`config.mk`:
```
export PLATFORM = sky130hd
export DESIGN_NAME = cart_bank_mapper
export DESIGN_NICKNAME = d
export VERILOG_FILES = /design/src/rtl/cart_bank_map_pkg.sv /design/src/rtl/cart_prg_map.sv /design/src/rtl/cart_chr_map.sv /design/src/rtl/cart_nt_mirror.sv /design/src/rtl/cart_ram_gate.sv /design/src/rtl/cart_bank_mapper.sv
export SDC_FILE = /design/constraint.sdc
export NUM_CORES = 1
export LEC_CHECK = 0
export ABC_CLOCK_PERIOD_IN_PS = 1900
export BUFFER_PORTS_ARGS = -buffer_cell sky130_fd_sc_hd__buf_2
export CAP_MARGIN = 25
export CORE_MARGIN = 2
export CORE_UTILIZATION = 26
export DETAILED_ROUTE_END_ITERATION = 8
export PLACE_DENSITY_LB_ADDON = 0.15
export RECOVER_POWER = 25
export SETUP_SLACK_MARGIN = 0.4
export SLEW_MARGIN = 20
export SYNTH_ARGS = -nofsm -noshare
export SYNTH_HDL_FRONTEND = slang
export SYNTH_SLANG_ARGS = --single-unit
```
`constraint.sdc`:
```
create_clock -name vclk -period 1.9
set_input_delay 0.38 -clock vclk [all_inputs]
set_output_delay 0.38 -clock vclk [all_outputs]
set_load 0.02 [all_outputs]
```
`src/rtl/cart_bank_map_pkg.sv`:
```
// Shared constants and field types for the cartridge bank address mapper.
// Assumes a 16-bit CPU bus and a 14-bit PPU bus.
package cart_bank_map_pkg;

    localparam int CPU_AW = 16;
    localparam int PPU_AW = 14;

    // Nametable arrangement codes (control word bits 1:0).
    typedef enum logic [1:0] {
        NT_SINGLE_LO = 2'd0,
        NT_SINGLE_HI = 2'd1,
        NT_SIDE      = 2'd2,
        NT_STACKED   = 2'd3
    } nt_mode_e;

    // Program layout codes (control word bits 3:2).
    typedef enum logic [1:0] {
        PRG_WIDE_A    = 2'd0,
        PRG_WIDE_B    = 2'd1,
        PRG_FIX_FIRST = 2'd2,
        PRG_FIX_LAST  = 2'd3
    } prg_mode_e;

endpackage

```
`src/rtl/cart_prg_map.sv`:
```
// Program ROM translation. Picks the 16 KB bank for the CPU window half
// selected by cpu_lo[14] according to the layout code, then appends the
// in-page offset. Assumes the caller only uses the result for $8000-$FFFF.
module cart_prg_map
    import cart_bank_map_pkg::*;
#(
    parameter int BANK_W  = 4,
    parameter int PAGE_AW = 14,
    localparam int OUT_W  = BANK_W + PAGE_AW
) (
    input  logic [PAGE_AW:0]  cpu_lo,
    input  prg_mode_e         mode,
    input  logic [BANK_W-1:0] bank,
    output logic [OUT_W-1:0]  rom_addr
);

    localparam logic [BANK_W-1:0] FIRST_BANK = '0;
    localparam logic [BANK_W-1:0] LAST_BANK  = '1;

    logic              upper_half;
    logic [BANK_W-1:0] page;

    assign upper_half = cpu_lo[PAGE_AW];

    // Choose the 16 KB page for this half of the window.
    always_comb begin
        unique case (mode)
            PRG_WIDE_A, PRG_WIDE_B: page = {bank[BANK_W-1:1], upper_half};
            PRG_FIX_FIRST:          page = upper_half ? bank : FIRST_BANK;
            PRG_FIX_LAST:           page = upper_half ? LAST_BANK : bank;
            default:                page = bank;
        endcase
    end

    assign rom_addr = {page, cpu_lo[PAGE_AW-1:0]};

endmodule

```
`src/rtl/cart_chr_map.sv`:
```
// Character memory translation. In 8 KB mode the low bank word, minus its
// bit 0, names the page. In 4 KB mode the PPU address bit above the page
// offset picks the low or high bank word.
module cart_chr_map #(
    parameter int BANK_W  = 5,
    parameter int PAGE_AW = 12,
    localparam int OUT_W  = BANK_W + PAGE_AW
) (
    input  logic [PAGE_AW:0]  ppu_lo,
    input  logic              split,
    input  logic [BANK_W-1:0] bank_lo,
    input  logic [BANK_W-1:0] bank_hi,
    output logic [OUT_W-1:0]  chr_addr
);

    logic [BANK_W-1:0] half_bank;

    // Pick the bank word for the current 4 KB half.
    always_comb begin
        half_bank = ppu_lo[PAGE_AW] ? bank_hi : bank_lo;
    end

    // Form the character address for the active mode.
    always_comb begin
        if (split) begin
            chr_addr = {half_bank, ppu_lo[PAGE_AW-1:0]};
        end else begin
            chr_addr = {bank_lo[BANK_W-1:1], ppu_lo};
        end
    end

endmodule

```
`src/rtl/cart_nt_mirror.sv`:
```
// Nametable page select. Drives one of two constants or one of two PPU
// address bits according to the arrangement code.
module cart_nt_mirror
    import cart_bank_map_pkg::*;
(
    input  nt_mode_e   mode,
    input  logic [1:0] ppu_bits,   // {A11, A10}
    output logic       page
);

    // Select the page line source.
    always_comb begin
        unique case (mode)
            NT_SINGLE_LO: page = 1'b0;
            NT_SINGLE_HI: page = 1'b1;
            NT_SIDE:      page = ppu_bits[0];
            NT_STACKED:   page = ppu_bits[1];
            default:      page = 1'b0;
        endcase
    end

endmodule

```
`src/rtl/cart_ram_gate.sv`:
```
// Work RAM enable. Decodes the 8 KB window below the ROM area. The
// ALWAYS_ON variant ignores the disable bit.
module cart_ram_gate #(
    parameter bit ALWAYS_ON = 1'b0
) (
    input  logic [2:0] cpu_top,    // CPU A15..A13
    input  logic       disable_in,
    output logic       ram_en
);

    localparam logic [2:0] RAM_WINDOW = 3'b011;

    logic in_window;
    logic allowed;

    assign in_window = (cpu_top == RAM_WINDOW);

    generate
        if (ALWAYS_ON) begin : g_always_on
            logic unused_disable;
            assign unused_disable = disable_in;
            assign allowed = 1'b1;
        end else begin : g_switchable
            assign allowed = ~disable_in;
        end
    endgenerate

    // Combine window decode and permission.
    always_comb begin
        ram_en = in_window & allowed;
    end

endmodule

```
`src/rtl/cart_bank_mapper.sv`:
```
// Top of the cartridge bank address mapper. Pure combinational: it splits
// the configuration words into fields and hands them to the program,
// character, nametable and work RAM sub-blocks. Assumes the configuration
// words are stable registers held outside this block.
module cart_bank_mapper
    import cart_bank_map_pkg::*;
#(
    parameter int REG_W         = 5,
    parameter int PRG_BANK_W    = 4,
    parameter int PRG_PAGE_AW   = 14,
    parameter int CHR_PAGE_AW   = 12,
    parameter bit RAM_ALWAYS_ON = 1'b0,
    localparam int PRG_AW       = PRG_BANK_W + PRG_PAGE_AW,
    localparam int CHR_AW       = REG_W + CHR_PAGE_AW
) (
    input  logic [CPU_AW-1:0] cpu_addr,
    input  logic [PPU_AW-1:0] ppu_addr,
    input  logic [REG_W-1:0]  ctrl_word,
    input  logic [REG_W-1:0]  chr_word_lo,
    input  logic [REG_W-1:0]  chr_word_hi,
    input  logic [REG_W-1:0]  prg_word,
    output logic [PRG_AW-1:0] prg_rom_addr,
    output logic              ram_en,
    output logic [CHR_AW-1:0] chr_addr,
    output logic              nt_page
);

    nt_mode_e  nt_mode;
    prg_mode_e prg_mode;
    logic      chr_split;
    logic      unused_ppu_top;

    // Split the control word into its fields.
    always_comb begin
        nt_mode   = nt_mode_e'(ctrl_word[1:0]);
        prg_mode  = prg_mode_e'(ctrl_word[3:2]);
        chr_split = ctrl_word[4];
    end

    assign unused_ppu_top = ppu_addr[PPU_AW-1];

    cart_prg_map #(
        .BANK_W  (PRG_BANK_W),
        .PAGE_AW (PRG_PAGE_AW)
    ) u_prg (
        .cpu_lo   (cpu_addr[PRG_PAGE_AW:0]),
        .mode     (prg_mode),
        .bank     (prg_word[PRG_BANK_W-1:0]),
        .rom_addr (prg_rom_addr)
    );

    cart_ram_gate #(
        .ALWAYS_ON (RAM_ALWAYS_ON)
    ) u_ram (
        .cpu_top    (cpu_addr[CPU_AW-1:CPU_AW-3]),
        .disable_in (prg_word[REG_W-1]),
        .ram_en     (ram_en)
    );

    cart_chr_map #(
        .BANK_W  (REG_W),
        .PAGE_AW (CHR_PAGE_AW)
    ) u_chr (
        .ppu_lo   (ppu_addr[CHR_PAGE_AW:0]),
        .split    (chr_split),
        .bank_lo  (chr_word_lo),
        .bank_hi  (chr_word_hi),
        .chr_addr (chr_addr)
    );

    cart_nt_mirror u_nt (
        .mode     (nt_mode),
        .ppu_bits (ppu_addr[11:10]),
        .page     (nt_page)
    );

endmodule

```
==> metrics <==
Final Critical Period 1.44 ns; core area 1320 um^2; ANT nets after route 0; number of antenna violations at the first check in global routing 0; Cell variety after synth 12; maximum number of pins on one net before global-route repair 8; leakage power figure 0.258 nW; final cycle utilization of the critical path 75.9%; Tightest Pin Transition 0.194 ns; Placement Cell Area 399 um^2; critical-path maximum fanout 4; first-pass GRT wire length 1150 um; overflow left after global routing 0; net switching power 0.0000603 W; Post-CTS Setup Inserts 0; critical path class in2out; Seq/Total Area, Yosys 0%; top-level port count 87; detailed placement HPWL 669 um; register area 0 um^2; finished layout cell area 404 um^2; Max-Slew Margin vs Limit 87.1%; Cell Area, Synth 375 um^2; number of pins exceeding their max-slew limit in the final report 0; total number of vias 363; cells resized by post-CTS repair 0; horizontal die dimension 42.0 um; Internal 0.0000527 W; final setup vio count 0; diodes inserted 0; Arrival @ worst endpoint 1.06 ns; Layout Area Growth over Synthesis 7.67%; vertical die dimension 42.0 um; number of max-capacitance violations reported 0; worst path required time 1.52 ns; total area of multi-input combinational cells 163 um^2; RD Place Congestion 0.559; Seq pwr share 0%; hold crit path type in2out; most frequent standard cell in the layout excluding fill and tap cells buf_2; count of input and output buffers 40; Iter 0 DRT Violations 0; Clk network pwr share 0%; yosys synthesis warning count 0; result of the run finished clean; type of origin of the critical path primary input; highest clock rate 693 MHz; fill cell instance count of the final layout 149; Die Outline Area 1760 um^2; Crit. End Element primary output; average vias per placed instance 4.43; CTS Hold Buffers Added 0; number of nets in the finished design 119; RSZ-0062 raised after global routing no; proportion of power drawn by combinational gates 100.0%; power per standard cell area 280 nW/um^2; Residual DRC 0; count of flip-flops and latches 0; Post-Syn Area per Cell 7.08 um^2; post-detailed-route wirelength per cell 9.57 um; # rows 13; final number of hold-violating endpoints 0; number of global-route vias before repair 272; Initial Utilization 28.5%; Setup TNS 0 ns; number of nets in the synthesized netlist 103; switching fraction of total power 53.3%; Post-Syn Instances 53; Routed WL 785 um; share of layout cells above drive strength 1 67.2%; commonest cells after routing, fill and taps aside buf_2, inv_1, a21oi_1; core occupancy in the finished layout 30.7%; clock buffer count in the final layout 0; smallest hold slack 0.760 ns; maximum resistive drop on vdd 0.0714 mV; total global routing track utilization 7.63%; iteration count of the initial detailed-routing pass 1
[worst max-delay path, stage by stage]
cell,delay [ns]
buf_2,0.13
nand2_4,0.10
mux2_4,0.30
buf_2,0.16
[power groups by stage]
stage,combinational (W),clock (W),sequential (W)
detailed placement,0.000113,0,0
finish,0.000113,0,0
global placement,0.000112,0,0
global route,0.000124,0,0
CTS,0.000113,0,0
floorplan,0.000135,0,0
[cell families (layout without fill, tap and decap cells)]
logic type,Yosys count,in the layout,synth area share [%]
AOI/OAI and AO/OA,12,12,18.7
buffers and inverters,32,46,58.0
and+or+nand+nor,5,5,7.33
muxes,4,4,16.0
[final timing paths]
kind,start,endpoint,cells past startpoint
worst max-delay path,ctrl_word[4],chr_addr[14],4
worst min-delay path,cpu_addr[11],prg_rom_addr[11],0
[cell usage after synthesis (all sizes together)]
| master | count | area [um^2] |
|---|---|---|
| o2bb2ai | 1 | 8.76 |
| a21oi | 6 | 30.0 |
| nand2 | 2 | 10.0 |
| o22ai | 3 | 18.8 |
| nor3 | 1 | 5.00 |
| inv | 6 | 22.5 |
| nor2b | 1 | 6.26 |
| mux2 | 4 | 60.1 |
| nand2b | 1 | 6.26 |
| a31oi | 2 | 12.5 |
| buf | 26 | 195 |
[layout make-up]
type / instances / share of cell area [%]
multi-input combinational: 21 / 40.2
inverter: 6 / 5.57
timing repair buffer: 40 / 49.5
tap: 15 / 4.64
[per-layer routing]
layer  global-route usage, %  wire length, um  vias to the layer above
met1                    10.0              294                      146
met4                    1.29                4                        0
met3                    2.16              150                        2
met5                       0                0                        -
li1                        -                -                      178
met2                    12.5              336                       37
[stage by stage]
step / setup WS (ns) / power, W / cells
6_report: 0.458 / 0.000113 / 82
5_1_grt: 0.430 / 0.000124 / 82
4_1_cts: 0.419 / 0.000113 / 82
3_5_place_dp: 0.417 / 0.000113 / 82
3_3_place_gp: 0.421 / 0.000112 / 82
2_1_floorplan: 0.639 / 0.000135 / 53
(Power assumes the default switching activity.)
